File: config.mk
export PLATFORM = sky130hd
export DESIGN_NAME = qacc_top
export DESIGN_NICKNAME = d
export VERILOG_FILES = /design/src/rtl/qacc_pkg.sv /design/src/rtl/qacc_pacer.sv /design/src/rtl/qacc_dp.sv /design/src/rtl/qacc_ctrl.sv /design/src/rtl/qacc_top.sv
export SDC_FILE = /design/constraint.sdc
export NUM_CORES = 1
export LEC_CHECK = 0
export BUFFER_PORTS_ARGS = -buffer_cell sky130_fd_sc_hd__buf_2
export CELL_PAD_IN_SITES_DETAIL_PLACEMENT = 0
export CELL_PAD_IN_SITES_GLOBAL_PLACEMENT = 1
export CORE_MARGIN = 4
export CORE_UTILIZATION = 30
export DETAILED_ROUTE_END_ITERATION = 8
export PLACE_DENSITY_LB_ADDON = 0.08
export SLEW_MARGIN = 20
export SYNTH_ARGS = -nofsm -noshare
export SYNTH_HDL_FRONTEND = slang
export SYNTH_HIERARCHICAL = 1
export SYNTH_SLANG_ARGS = --single-unit
File: constraint.sdc
create_clock -name clk -period 2.93 [get_ports clk]
set_input_delay 0.293 -clock clk [delete_from_list [all_inputs] [get_ports clk]]
set_output_delay 0.293 -clock clk [all_outputs]
set_load 0.03 [all_outputs]
File: src/rtl/qacc_pkg.sv
package qacc_pkg;

  typedef enum logic [1:0] {
    PACE_FULL_ONLY   = 2'd0,
    PACE_SINCE_IRQ   = 2'd1,
    PACE_SINCE_FIRST = 2'd2,
    PACE_SINCE_LAST  = 2'd3
  } pace_e;

  typedef struct packed {
    logic wrStb;    // store the returned descriptor
    logic clrList;  // effective host acknowledge
    logic advPtr;   // move the scan pointer on
  } accStrobes_t;

endpackage

File: src/rtl/qacc_pacer.sv
module qacc_pacer
  import qacc_pkg::*;
#(
  parameter int LAT_W        = 10,
  parameter int CNT_W        = 5,
  parameter int TICKS_PER_US = 250
) (
  input  logic             clk,
  input  logic             rstN,
  input  logic [1:0]       cfgPaceMode,
  input  logic [LAT_W-1:0] cfgLatencyUs,
  input  accStrobes_t      strobes,
  input  logic [CNT_W-1:0] countIn,
  output logic             expired
);

  localparam int PRE_W = (TICKS_PER_US > 1) ? $clog2(TICKS_PER_US) : 1;

  logic [PRE_W-1:0] preCnt;
  logic [LAT_W-1:0] usCnt;
  logic             restart;
  logic             armed;
  logic             tick;
  pace_e            mode;

  assign mode = pace_e'(cfgPaceMode);
  assign tick = (preCnt == PRE_W'(TICKS_PER_US - 1));

  always_comb begin
    restart = 1'b0;
    armed   = 1'b0;
    case (mode)
      PACE_SINCE_IRQ: begin
        restart = strobes.clrList;
        armed   = 1'b1;
      end
      PACE_SINCE_FIRST: begin
        restart = strobes.wrStb && (strobes.clrList || countIn == '0);
        armed   = (countIn != '0);
      end
      PACE_SINCE_LAST: begin
        restart = strobes.wrStb;
        armed   = (countIn != '0);
      end
      default: begin
        restart = 1'b0;
        armed   = 1'b0;
      end
    endcase
  end

  always_ff @(posedge clk) begin
    if (!rstN || restart) begin
      preCnt <= '0;
      usCnt  <= '0;
    end else begin
      preCnt <= tick ? '0 : preCnt + PRE_W'(1);
      if (tick && usCnt != '1) usCnt <= usCnt + LAT_W'(1);
    end
  end

  assign expired = armed && (usCnt >= cfgLatencyUs);


  first_restart_chk: assert property (@(posedge clk) disable iff (!rstN)
    (cfgPaceMode == 2'd2 && $past(strobes.wrStb) && $past(countIn) == '0) |-> usCnt == '0);

endmodule

File: src/rtl/qacc_dp.sv
module qacc_dp
  import qacc_pkg::*;
#(
  parameter int QID_W  = 14,
  parameter int DESC_W = 32,
  parameter int WATCH  = 32,
  parameter int CNT_W  = 5,
  parameter int ADDR_W = 4,
  parameter int PTR_W  = 5
) (
  input  logic              clk,
  input  logic              rstN,
  input  logic [QID_W-1:0]  cfgBaseQueue,
  input  logic              cfgMulti,
  input  logic [CNT_W-1:0]  cfgListSize,
  input  logic [WATCH-1:0]  qNotEmpty,
  input  logic [DESC_W-1:0] popDesc,
  input  accStrobes_t       strobes,
  output logic              curFlag,
  output logic [QID_W-1:0]  popQueue,
  output logic              listWrEn,
  output logic [ADDR_W-1:0] listWrAddr,
  output logic [DESC_W-1:0] listWrData,
  output logic [CNT_W-1:0]  countOut
);

  logic [CNT_W-1:0] fillCnt;
  logic [PTR_W-1:0] scanPtr;
  logic             ptrWrap;

  assign ptrWrap = (scanPtr == PTR_W'(WATCH - 1));

  always_ff @(posedge clk) begin
    if (!rstN || !cfgMulti) scanPtr <= '0;
    else if (strobes.advPtr) scanPtr <= ptrWrap ? '0 : scanPtr + PTR_W'(1);
  end

  always_ff @(posedge clk) begin
    if (!rstN) fillCnt <= '0;
    else if (strobes.clrList) fillCnt <= strobes.wrStb ? CNT_W'(1) : '0;
    else if (strobes.wrStb) fillCnt <= fillCnt + CNT_W'(1);
  end

  assign curFlag    = qNotEmpty[scanPtr];
  assign popQueue   = cfgBaseQueue + QID_W'(scanPtr);
  assign listWrEn   = strobes.wrStb;
  assign listWrAddr = strobes.clrList ? '0 : fillCnt[ADDR_W-1:0];
  assign listWrData = popDesc;
  assign countOut   = fillCnt;


  count_bound_chk: assert property (@(posedge clk) disable iff (!rstN)
    fillCnt <= cfgListSize);


  ack_clear_chk: assert property (@(posedge clk) disable iff (!rstN)
    $past(strobes.clrList) |-> fillCnt == ($past(strobes.wrStb) ? CNT_W'(1) : CNT_W'(0)));


  single_queue_chk: assert property (@(posedge clk) disable iff (!rstN)
    (!cfgMulti && $past(!cfgMulti)) |-> popQueue == cfgBaseQueue);

endmodule

File: src/rtl/qacc_ctrl.sv
module qacc_ctrl
  import qacc_pkg::*;
#(
  parameter int CNT_W = 5
) (
  input  logic             clk,
  input  logic             rstN,
  input  logic             cfgMulti,
  input  logic [CNT_W-1:0] cfgListSize,
  input  logic [1:0]       cfgPaceMode,
  input  logic             curFlag,
  input  logic [CNT_W-1:0] countIn,
  input  logic             popDone,
  input  logic             descNonNull,
  input  logic             irqAck,
  input  logic             expired,
  output accStrobes_t      strobes,
  output logic             popReq,
  output logic             irq
);

  typedef enum logic {ST_SCAN, ST_WAIT} st_e;

  st_e              st, stNext;
  logic             irqQ;
  logic             isFull;
  logic             fillHit;
  logic             timedFire;
  logic [CNT_W-1:0] fillLevel;

  assign isFull = (countIn >= cfgListSize);

  always_comb begin
    stNext  = st;
    strobes = '0;
    case (st)
      ST_SCAN: begin
        if (curFlag && !isFull) stNext = ST_WAIT;
        else strobes.advPtr = cfgMulti;
      end
      ST_WAIT: begin
        if (popDone) begin
          strobes.wrStb  = descNonNull;
          strobes.advPtr = cfgMulti;
          stNext         = ST_SCAN;
        end
      end
      default: stNext = ST_SCAN;
    endcase
    strobes.clrList = irqAck && irqQ;
  end

  assign fillLevel = strobes.clrList ? CNT_W'(1) : countIn + CNT_W'(1);
  assign fillHit   = strobes.wrStb && (fillLevel == cfgListSize);
  assign timedFire = !irqQ && expired && (countIn != '0);

  always_ff @(posedge clk) begin
    if (!rstN) begin
      st   <= ST_SCAN;
      irqQ <= 1'b0;
    end else begin
      st <= stNext;
      if (fillHit || timedFire) irqQ <= 1'b1;
      else if (strobes.clrList) irqQ <= 1'b0;
    end
  end

  assign popReq = (st == ST_WAIT);
  assign irq    = irqQ;


  no_pop_full_chk: assert property (@(posedge clk) disable iff (!rstN)
    (st == ST_WAIT && $past(st) == ST_SCAN) |-> $past(countIn) < $past(cfgListSize));


  irq_nonempty_chk: assert property (@(posedge clk) disable iff (!rstN)
    $rose(irqQ) |-> countIn != '0);


  full_only_chk: assert property (@(posedge clk) disable iff (!rstN)
    ($rose(irqQ) && cfgPaceMode == 2'd0) |-> countIn == cfgListSize);

endmodule

File: src/rtl/qacc_top.sv
module qacc_top
  import qacc_pkg::*;
#(
  parameter int QID_W        = 14,
  parameter int DESC_W       = 32,
  parameter int WATCH        = 32,
  parameter int MAX_ENTRIES  = 16,
  parameter int LAT_W        = 10,
  parameter int TICKS_PER_US = 250,
  localparam int CNT_W       = $clog2(MAX_ENTRIES + 1),
  localparam int ADDR_W      = (MAX_ENTRIES > 1) ? $clog2(MAX_ENTRIES) : 1,
  localparam int PTR_W       = (WATCH > 1) ? $clog2(WATCH) : 1
) (
  input  logic              clk,
  input  logic              rstN,
  input  logic [QID_W-1:0]  cfgBaseQueue,
  input  logic              cfgMulti,
  input  logic [CNT_W-1:0]  cfgListSize,
  input  logic [1:0]        cfgPaceMode,
  input  logic [LAT_W-1:0]  cfgLatencyUs,
  input  logic [WATCH-1:0]  qNotEmpty,
  output logic              popReq,
  output logic [QID_W-1:0]  popQueue,
  input  logic              popDone,
  input  logic [DESC_W-1:0] popDesc,
  output logic              listWrEn,
  output logic [ADDR_W-1:0] listWrAddr,
  output logic [DESC_W-1:0] listWrData,
  output logic [CNT_W-1:0]  listCount,
  output logic              irq,
  input  logic              irqAck
);

  accStrobes_t      strobes;
  logic             curFlag;
  logic             expired;
  logic [CNT_W-1:0] countW;

  qacc_ctrl #(.CNT_W(CNT_W)) ctrl (
    .clk(clk), .rstN(rstN), .cfgMulti(cfgMulti), .cfgListSize(cfgListSize),
    .cfgPaceMode(cfgPaceMode), .curFlag(curFlag), .countIn(countW),
    .popDone(popDone), .descNonNull(popDesc != '0), .irqAck(irqAck),
    .expired(expired), .strobes(strobes), .popReq(popReq), .irq(irq)
  );

  qacc_dp #(
    .QID_W(QID_W), .DESC_W(DESC_W), .WATCH(WATCH),
    .CNT_W(CNT_W), .ADDR_W(ADDR_W), .PTR_W(PTR_W)
  ) dp (
    .clk(clk), .rstN(rstN), .cfgBaseQueue(cfgBaseQueue), .cfgMulti(cfgMulti),
    .cfgListSize(cfgListSize), .qNotEmpty(qNotEmpty), .popDesc(popDesc),
    .strobes(strobes), .curFlag(curFlag), .popQueue(popQueue),
    .listWrEn(listWrEn), .listWrAddr(listWrAddr), .listWrData(listWrData),
    .countOut(countW)
  );

  qacc_pacer #(.LAT_W(LAT_W), .CNT_W(CNT_W), .TICKS_PER_US(TICKS_PER_US)) pacer (
    .clk(clk), .rstN(rstN), .cfgPaceMode(cfgPaceMode), .cfgLatencyUs(cfgLatencyUs),
    .strobes(strobes), .countIn(countW), .expired(expired)
  );

  assign listCount = countW;

endmodule

==> reports/metrics.csv <==
metric,value,unit
yosysTopAreaCellShare,0.197,
vias_per_cell,4.64,
rsz0062_at_grt,no,
die_w,109,um
hold_class,input pin to flip-flop,
clock_tree.buffer_depth,2,
synthArstFlopShare,0,
finalHoldViolCount,0,
synth_seq_area_share,0.197,
cp.required,2.64,ns
path_buf_inv,1,
path_class,flip-flop to output pin,
worst_pin_slew,0.500,ns
ir_worst_vdd,142,uV
crit_chain,ha_1 -> o21ai_0 -> o21ai_2 -> or4b_1 -> xnor2_1 -> buf_2,
synth_top_area_cell,dfxtp_1,
slowest_stage,dfxtp_1,
vias,2838,
arrival,2.40,ns
fmax,371,MHz
drc,0,
grt_first_pass_wirelength,13200,um
slew_headroom,0.663,
die_h,109,um
cts_buffers,5,
ys_top_cells_by_area,"dfxtp_1 20%, ha_1 11%, buf_4 8.1%",
core-area,9820,um2
place_ws,0.214,ns
run_status,finished clean,
ant_nets,0,
syn_inst,345,
slowest_delay,0.60,ns
leakagePower,0.00189,uW
grt_max_degree,19,
grt_pass1_vias,2830,
drt_iter0_drc,67,
dpl.hpwl,6980,um
ys_seq_elements,30,
cts_tree,done,
cts-root-buf,clkbuf_8,
die_area,11800,um2
yosysWarnings,6,
port_buffers,157,
diodes,0,
synth_common_cells,"33 x buf_4, 30 x dfxtp_1, 28 x ha_1",
path_max_fanout,11,
area_delta_synth_final,27.1,%
crit_family,flip-flops,
setup_viol,0,
ys_types,65,
antenna_found_initial,1,
setup_ws,0.233,ns
drive_above_1_share,0.425,
drt_pre_antenna_iters,5,
start_kind,flip-flop,
p_total,1210,uW
wl_per_cell,13.7,um
skew,0.00344,ns
period_share,0.920,
start_util,0.311,
clock_latency,0.28,ns
power_density,311,nW/um2
synth-edff-count,0,
io_pins,158,
nNetsFinal,607,
finalCriticalPeriod,2.70,ns
clkTransAtPathRegs,0.07,ns
maxCapViolations,0,
drv_slew,0,
endpoint_kind,output pin,
cts_htree_levels,2,
synth_fp_nets,474,
synth_flop_cell,dfxtp_1,
gr-total-overflow,0,
fp-row-count,36,
wirelength,8380,um
syn_area,3050,um2
yosysMostFrequentCell,buf_4,
grt_usage,0.139,
clock-sinks,30,
fin_setup_tns,0,ns
place_congestion,0.786,
avgSynthCellArea,8.85,um2
-- worst register-to-register path: stages, from the launching register on --
cell and delay, ns:
dfxtp_2 0.45, mux4_1 0.57, mux2_2 0.28, nand3_2 0.07
nand4_1 0.11, nand2_1 0.12, o22ai_1 0.09, nor3b_1 0.20
buf_4 0.18, nand2b_1 0.09, nor3b_1 0.20, a21oi_1 0.06
nor2_1 0.09
-- layer usage --
| layer | wire length, um | vias to the layer above | GRT usage |
|---|---|---|---|
| met2 | 3880 | 88 | 0.232 |
| met3 | 550 | 4 | 0.0320 |
| met1 | 3910 | 1261 | 0.185 |
| met5 | 7 | - | 0 |
| met4 | 29 | 2 | 0.0243 |
| li1 | - | 1483 | - |
-- placed cells by master, fill, tap and decap left out, drive strengths merged, types with 3 or more instances in the layout --
| master | netlist | routed |
|---|---|---|
| clkbuf | 1 | 6 |
| nand2b | 5 | 5 |
| a21oi | 8 | 8 |
| nand3 | 14 | 14 |
| nor2 | 27 | 27 |
| mux4 | 6 | 6 |
| a31oi | 3 | 3 |
| nor3b | 4 | 4 |
| nand4 | 9 | 9 |
| buf | 36 | 163 |
| nor3 | 15 | 15 |
| xnor2 | 19 | 19 |
| o21ai | 9 | 9 |
| dfxtp | 30 | 30 |
| xor2 | 13 | 13 |
| mux2i | 9 | 9 |
| inv | 22 | 22 |
| and4 | 3 | 3 |
| mux2 | 3 | 3 |
| ha | 28 | 28 |
| a211oi | 5 | 5 |
| a21o | 5 | 5 |
| nor2b | 7 | 7 |
| and3 | 9 | 9 |
| o211ai | 4 | 4 |
| nand2 | 16 | 16 |
| nor4 | 8 | 8 |
-- metrics by stage --
stage	instances	util	hold WS, ns	cell area [um2]
floorplan	345	-	0.402	3050
global placement	604	0.383	0.488	3760
detailed placement	604	0.383	0.487	3760
CTS	611	0.395	0.335	3870
global route	611	0.395	0.344	3880
finish	611	0.395	0.341	3880
-- sequential cells by signal, indices dropped and copies added, names as in the netlist --
register	cells
ctrl/irq	1
pacer/preCnt	8
dp/countOut	5
pacer/usCnt	10
ctrl/popReq	1
dp/scanPtr	5
-- cell type report --
class,instances,area (um2)
Inverter,22,82.6
Sequential cell,30,603
Clock buffer,6,82.6
Tap cell,133,166
Multi-Input combinational cell,256,2080
Timing Repair Buffer,163,831
Clock inverter,1,30.0
Fill cell,1060,5940
-- cell families (layout without fill, tap and decap cells) --
family,count (synthesis),after routing,synth area share
DFF,30,30,0.197
xor gates and xnor gates,32,32,0.0918
and+or+nand+nor,127,127,0.259
AOI/OAI and AO/OA,50,50,0.121
muxes,18,18,0.0898
adders and majority gates,29,29,0.121
buffers and inverters,59,192,0.121
-- repair_timing --
action                                  4_1_cts  5_1_grt
resized for setup                             0        3
setup buffers                                 0        0
endpoints found under the hold margin         0        0
endpoints found under the setup margin        0        6
hold buffers                                  0        0
-- report_power, final --
group	internal, uW	leakage [uW]	switching [uW]
Clock	272	0.0000573	164
Combinational	140	0.00159	204
Sequential	416	0.000244	8.61
Total	828	0.00189	377
-- worst paths after layout --
path | start | to | slack, ns | cells past startpoint
max | dp/scanPtr[2] | popQueue[13] | 0.23 | 6
max reg2reg | dp/scanPtr[1] | dp/scanPtr[2] | 0.37 | 12
min | rstN | ctrl/popReq | 0.34 | 2
min reg2reg | pacer/preCnt[0] | pacer/preCnt[0] | 0.50 | 1
No activity file was read; power rests on OpenSTA's default activity.
